==> src/rtl/sup_pkg.sv <==
package sup_pkg;

    typedef enum logic [1:0] {
        POR_HOLD  = 2'd0,
        RUN       = 2'd1,
        WDT_RESET = 2'd2,
        MANUAL    = 2'd3
    } sup_state_e;

endpackage

==> src/rtl/sup_sync.sv <==
module sup_sync #(
    parameter int W           = 4,
    parameter int SYNC_STAGES = 2
) (
    input  logic         clk,
    input  logic         rst_n,
    input  logic [W-1:0] async_i,
    output logic [W-1:0] sync_o
);

    logic [W-1:0] stg_q [SYNC_STAGES];
    logic [W-1:0] stg_d [SYNC_STAGES];

    always_comb begin
        stg_d[0] = async_i;
        for (int i = 1; i < SYNC_STAGES; i++) begin
            stg_d[i] = stg_q[i-1];
        end
    end

    always_ff @(posedge clk or negedge rst_n) begin
        if (!rst_n) begin
            for (int i = 0; i < SYNC_STAGES; i++) begin
                stg_q[i] <= '0;
            end
        end else begin
            for (int i = 0; i < SYNC_STAGES; i++) begin
                stg_q[i] <= stg_d[i];
            end
        end
    end

    assign sync_o = stg_q[SYNC_STAGES-1];

endmodule

==> src/rtl/sup_ctrl.sv <==
module sup_ctrl
    import sup_pkg::*;
#(
    parameter int POR_DLY = 370000,
    parameter int WDT_TMO = 310000,
    parameter int WDT_RST = 34000
) (
    input  logic clk,
    input  logic rst_n,
    input  logic pg_s,
    input  logic kick_s,
    input  logic inh_s,
    input  logic mr_s,
    output logic cpu_rst_n
);

    localparam int MAX_CNT = (POR_DLY > WDT_TMO) ?
                             ((POR_DLY > WDT_RST) ? POR_DLY : WDT_RST) :
                             ((WDT_TMO > WDT_RST) ? WDT_TMO : WDT_RST);
    localparam int CNT_W   = $clog2(MAX_CNT + 1);
    localparam int IGN_LEN = WDT_TMO / 10;

    localparam logic [CNT_W-1:0] POR_LAST  = CNT_W'(POR_DLY - 1);
    localparam logic [CNT_W-1:0] TMO_LAST  = CNT_W'(WDT_TMO - 1);
    localparam logic [CNT_W-1:0] WRST_LAST = CNT_W'(WDT_RST - 1);
    localparam logic [CNT_W-1:0] IGN_CNT   = CNT_W'(IGN_LEN);

    typedef struct packed {
        sup_state_e       state;
        logic [CNT_W-1:0] cnt;
        logic             kick_prev;
    } ctrl_st_t;

    ctrl_st_t st_d, st_q;
    logic     kick_edge;
    logic     kick_ok;

    assign kick_edge = kick_s && !st_q.kick_prev;
    assign kick_ok   = kick_edge && (st_q.cnt >= IGN_CNT);

    always_comb begin
        st_d           = st_q;
        st_d.kick_prev = kick_s;
        if (!pg_s) begin
            st_d.state = POR_HOLD;
            st_d.cnt   = '0;
        end else begin
            unique case (st_q.state)
                POR_HOLD: begin
                    if (mr_s) begin
                        st_d.state = MANUAL;
                        st_d.cnt   = '0;
                    end else if (st_q.cnt == POR_LAST) begin
                        st_d.state = RUN;
                        st_d.cnt   = '0;
                    end else begin
                        st_d.cnt = st_q.cnt + 1'b1;
                    end
                end
                MANUAL: begin
                    if (!mr_s) begin
                        st_d.state = POR_HOLD;
                        st_d.cnt   = '0;
                    end
                end
                RUN: begin
                    if (mr_s) begin
                        st_d.state = MANUAL;
                        st_d.cnt   = '0;
                    end else if (inh_s || kick_ok) begin
                        st_d.cnt = '0;
                    end else if (st_q.cnt == TMO_LAST) begin
                        st_d.state = WDT_RESET;
                        st_d.cnt   = '0;
                    end else begin
                        st_d.cnt = st_q.cnt + 1'b1;
                    end
                end
                WDT_RESET: begin
                    if (mr_s) begin
                        st_d.state = MANUAL;
                        st_d.cnt   = '0;
                    end else if (st_q.cnt == WRST_LAST) begin
                        st_d.state = RUN;
                        st_d.cnt   = '0;
                    end else begin
                        st_d.cnt = st_q.cnt + 1'b1;
                    end
                end
                default: begin
                    st_d.state = POR_HOLD;
                    st_d.cnt   = '0;
                end
            endcase
        end
    end

    always_ff @(posedge clk or negedge rst_n) begin
        if (!rst_n) begin
            st_q.state     <= POR_HOLD;
            st_q.cnt       <= '0;
            st_q.kick_prev <= 1'b0;
        end else begin
            st_q <= st_d;
        end
    end

    assign cpu_rst_n = (st_q.state == RUN);


    pg_priority_chk: assert property (@(posedge clk) disable iff (!rst_n)
        !pg_s |=> (st_q.state == POR_HOLD) && !cpu_rst_n);


    manual_entry_chk: assert property (@(posedge clk) disable iff (!rst_n)
        (pg_s && mr_s) |=> (st_q.state == MANUAL));


    inhibit_hold_chk: assert property (@(posedge clk) disable iff (!rst_n)
        (st_q.state == RUN && pg_s && !mr_s && inh_s) |=> (st_q.state == RUN && st_q.cnt == '0));


    early_kick_chk: assert property (@(posedge clk) disable iff (!rst_n)
        (st_q.state == RUN && pg_s && !mr_s && !inh_s && kick_edge && st_q.cnt < IGN_CNT)
        |=> (st_q.cnt == $past(st_q.cnt) + 1'b1));


    kick_restart_chk: assert property (@(posedge clk) disable iff (!rst_n)
        (st_q.state == RUN && pg_s && !mr_s && !inh_s && kick_s && !st_q.kick_prev && st_q.cnt >= IGN_CNT)
        |=> (st_q.state == RUN && st_q.cnt == '0));


    timeout_len_chk: assert property (@(posedge clk) disable iff (!rst_n)
        (st_q.state == WDT_RESET && $past(st_q.state) == RUN) |-> ($past(st_q.cnt) == TMO_LAST));


    pulse_len_chk: assert property (@(posedge clk) disable iff (!rst_n)
        (st_q.state == RUN && $past(st_q.state) == WDT_RESET) |-> ($past(st_q.cnt) == WRST_LAST));


    release_len_chk: assert property (@(posedge clk) disable iff (!rst_n)
        (st_q.state == RUN && $past(st_q.state) == POR_HOLD) |-> ($past(st_q.cnt) == POR_LAST));

endmodule

==> src/rtl/wdt_supervisor.sv <==
module wdt_supervisor #(
    parameter int POR_DLY     = 370000,
    parameter int WDT_TMO     = 310000,
    parameter int WDT_RST     = 34000,
    parameter int SYNC_STAGES = 2
) (
    input  logic clk,
    input  logic rst_n,
    input  logic pwr_good_i,
    input  logic kick_i,
    input  logic inhibit_i,
    input  logic man_rst_i,
    output logic cpu_rst_n_o
);

    localparam int N_IN = 4;

    logic [N_IN-1:0] raw_in;
    logic [N_IN-1:0] sync_in;

    if (WDT_TMO / 10 < 1) begin : g_bad_tmo
        $fatal(1, "WDT_TMO must be at least 10 so the ignore window is non-empty");
    end
    if (POR_DLY < 1 || WDT_RST < 1 || SYNC_STAGES < 1) begin : g_bad_len
        $fatal(1, "interval and stage parameters must be positive");
    end

    assign raw_in = {man_rst_i, inhibit_i, kick_i, pwr_good_i};

    sup_sync #(
        .W           (N_IN),
        .SYNC_STAGES (SYNC_STAGES)
    ) u_sync (
        .clk     (clk),
        .rst_n   (rst_n),
        .async_i (raw_in),
        .sync_o  (sync_in)
    );

    sup_ctrl #(
        .POR_DLY (POR_DLY),
        .WDT_TMO (WDT_TMO),
        .WDT_RST (WDT_RST)
    ) u_ctrl (
        .clk       (clk),
        .rst_n     (rst_n),
        .pg_s      (sync_in[0]),
        .kick_s    (sync_in[1]),
        .inh_s     (sync_in[2]),
        .mr_s      (sync_in[3]),
        .cpu_rst_n (cpu_rst_n_o)
    );

endmodule

==> config.mk <==
export PLATFORM = sky130hd
export DESIGN_NAME = wdt_supervisor
export DESIGN_NICKNAME = d
export VERILOG_FILES = /design/src/rtl/sup_pkg.sv /design/src/rtl/sup_sync.sv /design/src/rtl/sup_ctrl.sv /design/src/rtl/wdt_supervisor.sv
export SDC_FILE = /design/constraint.sdc
export NUM_CORES = 1
export LEC_CHECK = 0
export CAP_MARGIN = 20
export CORE_ASPECT_RATIO = 1.25
export CORE_MARGIN = 1.5
export CORE_UTILIZATION = 50
export DETAILED_ROUTE_END_ITERATION = 10
export GPL_TIMING_DRIVEN = 0
export HOLD_SLACK_MARGIN = 0.15
export PLACE_DENSITY = 0.68
export RECOVER_POWER = 100
export SKIP_LAST_GASP = 1
export SLEW_MARGIN = 0
export SYNTH_ARGS = -nofsm -noshare
export SYNTH_HDL_FRONTEND = slang
export SYNTH_SLANG_ARGS = --single-unit
==> constraint.sdc <==
create_clock -name clk -period 2.74 [get_ports clk]
set_input_delay 0.274 -clock clk [delete_from_list [all_inputs] [get_ports clk]]
set_output_delay 0.274 -clock clk [all_outputs]
set_load 0.03 [all_outputs]
=== Word-level counts from Yosys, hierarchy flattened ===
Cells that the tools add are included.

* Output and inout port bits: 1
* Logic and storage cells: 38
* Bits of input ports: 6
* Flip-flop bits (word level): 30

* $add $sub $neg: 1
* Equal/unequal tests: 11
* $lt $le $gt $ge: 1
* Mux-type cells: 14
* Reductions and logical operators: 6

{| class="wikitable"
|+ Operators with widths
! kind !! number
|-
| 21-bit two-way mux || 5
|-
| 21-bit case mux with 4 select lines || 1
|-
| 19-bit two-way mux || 4
|-
| 19-bit equality test, second input constant || 2
|-
| 19-bit by 1-bit adder with 19-bit output, second input constant || 1
|-
| 19-bit by 16-bit equality test with 1-bit output, second input constant || 1
|-
| 19-bit by 15-bit >= comparator with 1-bit output, second input constant || 1
|-
| 2-bit two-way mux || 4
|-
| 4-bit by 3-bit inequality test with 1-bit output, second input constant || 2
|-
| 5-bit AND reduction || 1
|-
| 2-bit equality test, second input constant || 2
|-
| 4-bit by 2-bit inequality test with 1-bit output, second input constant || 1
|-
| 4-bit inequality test, second input constant || 1
|-
| 3-bit inequality test, second input constant || 1
|-
| 2-bit by 1-bit equality test with 1-bit output, second input constant || 1
|-
| 1-bit logical AND || 2
|-
| 2-bit logical NOT || 1
|-
| 1-bit logical NOT || 1
|-
| 1-bit logical OR || 1
|}

=== Depth between registers and ports, before layout ===
Gate-level depths: netlist of run 1.

* Word-level depth: 8
* Mapped depth: 8
* Gate-level depth less buffers: 7

=== By module ===
Synthesis of run 1 repeated with hierarchy kept, for this count alone.

* Cell total of the unflattened synthesis: 174
* Area total of the unflattened synthesis: 1662.8 µm²

{| class="wikitable"
|+ By module, submodules not included
! module !! sequential area each (µm²) !! cells an instance !! area an instance (µm²) !! times used
|-
| sup_ctrl || 550.5 || 166 || 1462.7 || 1
|-
| sup_sync || 200.2 || 8 || 200.2 || 1
|}

=== Worst setup path before layout of run 1 ===
No wires, ideal clock.

* Path kind: flip-flop to flip-flop
* From: reg u_ctrl.st_q[9] (netlist bit)
* To: reg u_ctrl.st_q[9] (netlist bit)
* Library setup time: 124 ps
* Stages on the path, launching flop included: 9
* Buffers on the path: 2
* Period minus slack after synthesis: 2197 ps
* Required time: 2616 ps
* Arrival: 2073 ps
* Path slack: 543 ps
* Cells stage by stage: dfrtp_1 -> buf_6 -> or4b_4 -> nor4_4 -> o2111ai_2 -> a22oi_4 -> buf_8 -> nor4_1 -> a211o_1

* Cells in the longest elaborated chain, start to end: 7
* Elaborated cells on any way between the ends: 16

{| class="wikitable"
|+ Ends and longest elaborated chain
! what !! line !! source
|-
| start: declaration || sup_ctrl.sv:34 || <nowiki>ctrl_st_t st_d, st_q;</nowiki>
|-
| start signal: assignment || sup_ctrl.sv:104 || <nowiki>st_q <= st_d;</nowiki>
|-
| 19-bit by 15-bit >= comparator with 1-bit output || sup_ctrl.sv:39 || <nowiki>assign kick_ok = kick_edge && (st_q.cnt >= IGN_CNT);</nowiki>
|-
| 1-bit logical AND || sup_ctrl.sv:39 ||
|-
| 1-bit logical OR || sup_ctrl.sv:70 || <nowiki>end else if (inh_s || kick_ok) begin</nowiki>
|-
| 19-bit two-way mux || sup_ctrl.sv:70 ||
|-
| 21-bit two-way mux || sup_ctrl.sv:67 || <nowiki>if (mr_s) begin</nowiki>
|-
| 21-bit case mux with 4 select lines (*) || sup_ctrl.sv:48 || <nowiki>unique case (st_q.state)</nowiki>
|-
| 21-bit two-way mux (*) || sup_ctrl.sv:44 || <nowiki>if (!pg_s) begin</nowiki>
|}

Mark *: on every way between the ends. The rest lies on a longest branch, timed or not.
A chain may end at the register's enable or synchronous reset.

=== Final worst setup path of run 1 ===
* From: reg u_ctrl.st_q[1] (netlist bit)
* To: reg u_ctrl.st_q[19] (netlist bit)

Same word-level chain as after synthesis.

==> metrics.md, run 1 <==
| Metric | Value |
|---|---|
| FF-to-FF Start | u_ctrl.st_q[1] |
| First-pass GRT wire length | 6223 um |
| Die ar. | 0.003765 mm2 |
| # DRC | 0 |
| Switching share of power | 22.90% |
| Syn Inst Count | 177 |
| Synth Register Bits | 30 |
| Worst setup EP type | register |
| Hold Path Cell Cnt | 0 |
| Syn nets | 185 |
| # Post-CTS Setup Buffers | 0 |
| Clock sinks | 30 |
| Crit path from | u_ctrl.st_q[1] |
| Bufs on Longest Clock Path | 2 |
| Final Max Slew Viols | 0 |
| Worst reg-to-reg path cell count | 7 |
| Post-synth design cell area | 0.001702 mm2 |
| Synth Warn # | 0 |
| FILL cells | 289 |
| Iter 0 DRT Violations | 59 |
| Area grow syn2layout | 12.87% |
| Diodes inserted | 0 |
| Die H | 68.23 um |
| Vias in the first global route | 1379 |
| CTS tree | built |
| Crit path to | u_ctrl.st_q[19] |
| Endpoints failing setup | 0 |
| Post-route setup TNS | 0 ns |
| Vias per cell | 6.227 |
| # IOs | 7 |
| Initial antenna violation count | 0 |
| Clk pin slew, worst setup/hold paths | 0.07 ns |
| Net switching power | 222.4 uW |
| Via count | 1426 |
| Crit Path Category | reg2reg |
| Htree depth | 2 |
| Cell Int Power | 748.9 uW |
| CP startpoint kind | register |
| Synth area leaders | dfrtp_1 44%, nand2_1 4.0%, nor4_1 3.7% |
| Mean Syn Cell Area | 9.614 um2 |
| RSZ-0062 raised after global routing | false |
| Peak Freq | 402.8 MHz |
| Pin count of the biggest net entering global routing | 17 |
| # resized after CTS | 0 |
| Initial core utilization | 52.80% |
| Slew margin rel. | 42.26% |
| Fraction of layout cells with a size suffix above 1 | 10.94% |
| Required @ worst endpoint | 2.97 ns |
| Row count | 23 |
| Remaining global-route overflow | 0 |
| Final period util | 90.61% |
| Worst-skew pair later-pin latency | 0.28 ns |
| DIE WIDTH | 55.18 um |
| FFs w/ async S/R, synth | 100.0% |
| Hold_buf cts | 0 |
| Fin. Hold Viols | 0 |
| Hold Crit Class | reg2reg |
| Pwr Density | 505.8 mW/mm2 |
| Initial DRT Pass Iterations | 5 |
| Register area share after synthesis | 44.12% |
| EDFF count, synth | 0 |
| Final worst path period need | 2.483 ns |
| Storage cell area | 750.7 um2 |
| GPL Wtd Cong | 0.8813 |
| Final Skew | 0.006561 ns |
| Multi-input gate area | 850.8 um2 |
| Crit Path Max Fanout | 6 |
| Buffers on Ports | 6 |
| Fin nets | 199 |
| Synth Flop Type | dfrtp_1 |
| Hpwl dp | 2719 um |
| Pleak | 0.7742 nW |
| Yosys top cell by area | dfrtp_1 |
| Finished Layout Cells | 229 |
| Top cells by count, synth | 30 x dfrtp_1, 18 x nand2_1, 14 x nor2_1, 10 x nor3_1, 10 x nor4_1 |
| Reg power frac | 47.6% |
| Synth top area share | 44.12% |
| Peak VDD IR | 0.5004 mV |
| Reg2reg setup slack | 0.26 ns |
| Num CTS Buffers | 5 |
| CORE AREA | 0.003223 mm2 |
| WL final | 3795 um |
| Placed Instances | 221 |
| Worst r2r dst | u_ctrl.st_q[19] |
| Distinct cells, synth | 45 |
| Crit path DAT | 2.71 ns |
| Status | finished, final reports clean |
| Global router's overall resource usage | 23.66% |
| Gate power share | 7.6% |
| Tightest Pin Transition | 0.8662 ns |
| Count leader, synth | dfrtp_1 |
| Clk Tree Root Cell | clkbuf_8 |
| Max-cap viol count | 0 |
| Post-detailed-route count of antenna-violating nets | 0 |
| Share of total power in the clock network | 44.8% |
| DR WL/cell | 16.57 um |
-- layer usage --
layer	wire length, um	global-route usage [%]	vias to the layer above	share of wire (%)
li1	-	-	701	-
met1	1706	28.67	683	45
met2	1841	37.05	35	49
met3	151	5.677	7	4.0
met4	95	14.63	0	2.5
met5	0	0	-	0
-- state kept, by name, indices dropped and copies added, names as in the netlist --
register       flops
u_sync.sync_o      4
u_ctrl.st_q       22
u_sync.stg_d       4
-- power groups by stage --
stage	Combinational [mW]	Sequential [mW]	Clock [mW]
global placement	0.0739	0.470	0
CTS	0.0809	0.462	0.446
finish	0.0739	0.462	0.435
global route	0.0816	0.463	0.461
detailed placement	0.0804	0.470	0
floorplan	0.0469	0.468	0
-- placed cells by master (no fill, tap or decap), types with 2 or more instances in the layout --
master and instances:
a211o_1 3, a211oi_1 3, clkbuf_8 5, nand3_1 9, nand4_1 4, dlygate4sd3_1 6, a21o_1 3, nand2b_1 2
nor2_1 14, clkbuf_1 7, or3_1 3, a22o_1 6, dfrtp_1 30, o21a_1 4, nand2_1 18, o2111ai_1 2
o31ai_1 7, buf_6 2, nor4_1 10, nor3_1 10, buf_2 2, inv_1 6, clkinv_2 2, o311ai_0 4
nor2b_1 2, nor3b_1 2, and3_1 2, nand4b_1 2, ha_1 2
-- critical path, stage by stage, from the launching register on --
cell      delay (ns)
dfrtp_1         0.43
ha_1            0.23
nand3_1         0.16
nor4_1          0.59
nand2_1         0.26
or3_1           0.39
a211oi_1        0.25
a21o_1          0.11
-- worst min-delay path by stage --
stage	slack, ns	startpoint	to
6_report	0.35	u_sync.stg_d[0]	u_sync.sync_o[0]
3_5_place_dp	0.34	u_sync.stg_d[0]	u_sync.sync_o[0]
2_1_floorplan	-0.02	rst_n	u_ctrl.st_q[0]
4_1_cts	0.36	u_sync.stg_d[0]	u_sync.sync_o[0]
3_3_place_gp	0.33	u_sync.stg_d[3]	u_sync.sync_o[3]
5_1_grt	0.36	u_sync.stg_d[2]	u_sync.sync_o[2]
-- logic make-up (layout without fill, tap and decap cells) --
group | Yosys count | after routing | share of synthesized area [%]
flip-flops | 30 | 30 | 44.12
XOR/XNOR | 1 | 1 | 0.5148
AO/OA/AOI/OAI | 41 | 41 | 20.66
buffers and inverters | 18 | 33 | 5.882
AND/OR/NAND/NOR | 85 | 85 | 27.35
adder cells (fa/ha/maj) | 2 | 2 | 1.470
-- area by class of cell --
type	instances	area share (%)
multi-input cells	129	44.30
flip-flops and latches	30	39.09
plain buffers	12	4.039
clock buffers	5	3.583
repair buffers	7	3.322
well taps	37	2.410
clock inverters	3	2.085
inverters	6	1.173
-- stage by stage --
stage                     worst slack, ns  hold slack, ns  cell area [um2]  utilization [%]  total power, mW
after CTS                          0.1701          0.3591             1944            60.33           0.9889
after floorplan                    0.5432        -0.02159             1702                -           0.5145
after detailed placement           0.1757          0.3386             1836            56.95           0.5507
final                              0.2572          0.3526             1921            59.59           0.9713
after global routing              0.03220          0.3628             1921            59.59            1.006
after global placement             0.1891          0.3341             1808            56.09           0.5435
Note: power is estimated with default switching activity, not from simulation.
==> run 2, diff against run 1 <==
--- a/config.mk
+++ b/config.mk
@@ -6,13 +6,15 @@
 export NUM_CORES = 1
 export LEC_CHECK = 0
 export CAP_MARGIN = 20
+export CELL_PAD_IN_SITES_DETAIL_PLACEMENT = 1
+export CELL_PAD_IN_SITES_GLOBAL_PLACEMENT = 2
 export CORE_ASPECT_RATIO = 1.25
 export CORE_MARGIN = 1.5
-export CORE_UTILIZATION = 50
+export CORE_UTILIZATION = 38
 export DETAILED_ROUTE_END_ITERATION = 10
 export GPL_TIMING_DRIVEN = 0
 export HOLD_SLACK_MARGIN = 0.15
-export PLACE_DENSITY = 0.68
+export PLACE_DENSITY_LB_ADDON = 0.1
 export RECOVER_POWER = 100
 export SKIP_LAST_GASP = 1
 export SLEW_MARGIN = 0
==> run 2 against run 1 <==
Against the previous run: first-iteration DRC count is 71% higher; worst hold slack worse by 0.0038 ns; via count is 2.2% higher; non-clock buffer count stayed put; sequential cell count stayed put; combinational power is 2.8% higher; largest cell class unchanged.
==> metrics.md, run 2 (synthesized netlist as in run 1, its figures left out) <==
| Metric | Value |
|---|---|
| Status | finished, final reports clean |
| Final Max Slew Viols | 0 (unchanged) |
| # DRC | 0 (unchanged) |
| Worst setup EP type | register |
| Initial DRT Pass Iterations | 4 (-1) |
| CP max stage delay | 0.43 ns (-0.16 ns) |
| Peak VDD IR | 0.2650 mV (-47%) |
| Max-cap viol count | 0 (unchanged) |
| Endpoints failing setup | 0 (unchanged) |
| Diodes inserted | 0 (unchanged) |
| Num CTS Buffers | 5 (unchanged) |
| # Post-CTS Setup Buffers | 0 (unchanged) |
| FILL cells | 504 (+74%) |
| Hpwl dp | 3290 um (+21%) |
| Final Skew | 0.005316 ns (-0.001245 ns) |
| Clock sinks | 30 (unchanged) |
| Htree depth | 2 (unchanged) |
| CTS tree | built |
| First-pass GRT wire length | 7631 um (+23%) |
| Crit path DAT | 2.64 ns (-0.07 ns) |
| Post-detailed-route count of antenna-violating nets | 0 (unchanged) |
| Gate power share | 6.9% (-0.7 points) |
| Global router's overall resource usage | 19.93% (-3.7 points) |
| Top delay family on crit path | compound AO/OA/AOI/OAI gates |
| Max FFs per register | 22 (unchanged) |
| Pleak | 0.7878 nW (+1.8%) |
| Worst-skew pair later-pin latency | 0.28 ns (about the same) |
| Crit Path Category | reg2reg |
| DIE WIDTH | 62.86 um (+14%) |
| Commonest non-fill, non-tap cell in the layout | dfrtp_1 |
| Clk pin slew, worst setup/hold paths | 0.07 ns (about the same) |
| Die H | 77.82 um (+14%) |
| RSZ-0062 raised after global routing | false |
| Final period util | 90.30% (-0.31 points) |
| DR WL/cell | 18.02 um (+8.7%) |
| # resized after CTS | 0 (unchanged) |
| Peak Freq | 404.2 MHz (+0.35%) |
| Bufs on Longest Clock Path | 2 (unchanged) |
| Fin. Hold Viols | 0 (unchanged) |
| Pwr Density | 551.7 mW/mm2 (+9.1%) |
| Fraction of layout cells with a size suffix above 1 | 11.46% (+0.52 points) |
| Initial antenna violation count | 0 (unchanged) |
| Post-route setup TNS | 0 ns (unchanged) |
| Worst reg-to-reg path cell count | 8 (+1) |
| Die ar. | 0.004891 mm2 (+30%) |
| Fin nets | 199 (unchanged) |
| Vias per cell | 5.832 (-6.3%) |
| Reg2reg setup slack | 0.27 ns (about the same) |
| Crit Path Max Fanout | 10 (+4) |
| Cell breakdown of the critical path | clkbuf_1 > nand4b_1 > nor4_1 > o2111ai_1 > a22oi_4 > buf_6 > nor3_1 > a211o_1 |
| Share of total power in the clock network | 50.9% (+6.1 points) |
| Iter 0 DRT Violations | 101 (+71%) |
| Slew margin rel. | 33.34% (-8.9 points) |
| Required @ worst endpoint | 2.90 ns (-0.07 ns) |
| Vias in the first global route | 1523 (+10%) |
| Reg power frac | 42.2% (-5.4 points) |
| Most frequent cells in the layout | 30 x dfrtp_1, 18 x nand2_1, 14 x nor2_1, 10 x nor3_1 |
| Hold Path Cell Cnt | 0 (unchanged) |
| Worst Hold Path EP | u_sync.sync_o[3] |
| Net switching power | 226.7 uW (+1.9%) |
| Remaining global-route overflow | 0 (unchanged) |
| # IOs | 7 (unchanged) |
| CORE AREA | 0.004358 mm2 (+35%) |
| GPL Wtd Cong | 0.7537 (-14%) |
| Pin count of the biggest net entering global routing | 19 (+2) |
| Row count | 27 (+17%) |
| Cell Int Power | 869.5 uW (+16%) |
| Initial core utilization | 39.05% (-14 points) |
| Total power after layout | 1.096 mW (+13%) |
| Tightest Pin Transition | 0.9999 ns (+0.1337 ns) |
| Switching share of power | 20.68% (-2.2 points) |
| FF-to-FF Start | u_ctrl.st_q[17] |
| Clk Tree Root Cell | clkbuf_8 |
| Buffers on Ports | 6 (unchanged) |
| Bufs and invs on worst path | 2 (+2) |
| Via count | 1458 (+2.2%) |
| Hold_buf cts | 0 (unchanged) |
| Area grow syn2layout | 16.76% |
| Hold Crit Class | reg2reg |
| CP startpoint kind | register |
| Hold path startpoint | u_sync.stg_d[3] |
| Final worst path period need | 2.474 ns (-0.008621 ns) |
| Crit-path slowest cell | a22oi_4 |
| WL final | 4505 um (+19%) |
| Largest Register | u_ctrl.st_q |
| Worst r2r dst | u_ctrl.st_q[7] |
run 2: cell types whose count changed in the layout (fill, tap and decap cells not counted), sizes merged:
cell	change
bufinv	+1
clkbuf	+1
clkinv	-2
run 2: cell type report:
type	instances	area, um2	area share (%)
multi-input combinational	129	857.1	43.14
sequential	30	750.7	37.78
tap	58	72.57	3.652
inverter	6	22.52	1.133
clock inverter	2	60.06	3.023
buffer	12	77.57	3.904
clock buffer	6	82.58	4.156
timing repair buffer	7	63.81	3.212
run 2: metrics by stage:
step	worst slack (ns)	util, %	instances	cell area (um2)	hold WS, ns
6_report	0.2658	45.59	250	1987	0.3488
5_1_grt	0.09129	45.59	250	1987	0.3668
4_1_cts	0.1322	45.99	250	2004	0.3524
3_5_place_dp	0.1312	42.72	242	1862	0.3365
3_3_place_gp	0.1421	42.09	241	1834	0.3322
2_1_floorplan	0.5432	-	177	1702	-0.02159
run 2: metal layers:
layer | track usage (%) | share of wire (%)
met3 | 3.623 | 2.6
met1 | 25.09 | 44
met2 | 34.52 | 52
met4 | 6.222 | 0.98
met5 | 0 | 0
run 2: worst max-delay path by stage:
stage | end | startpoint | slack (ns) | depth (start not counted)
CTS | u_ctrl.st_q[10] | u_ctrl.st_q[1] | 0.13 | 8
global placement | u_ctrl.st_q[9] | u_ctrl.st_q[1] | 0.14 | 8
finish | u_ctrl.st_q[7] | u_ctrl.st_q[17] | 0.27 | 8
floorplan | u_ctrl.st_q[9] | u_ctrl.st_q[9] | 0.54 | 8
detailed placement | u_ctrl.st_q[10] | u_ctrl.st_q[1] | 0.13 | 8
global route | u_ctrl.st_q[7] | u_ctrl.st_q[17] | 0.09 | 8
run 2: power groups by stage:
stage / Combinational, mW / Clock, mW / Sequential [mW]
3_5_place_dp: 0.0838 / 0 / 0.471
4_1_cts: 0.0842 / 0.572 / 0.462
6_report: 0.0760 / 0.558 / 0.462
3_3_place_gp: 0.0766 / 0 / 0.470
5_1_grt: 0.0835 / 0.588 / 0.464
2_1_floorplan: 0.0469 / 0 / 0.468
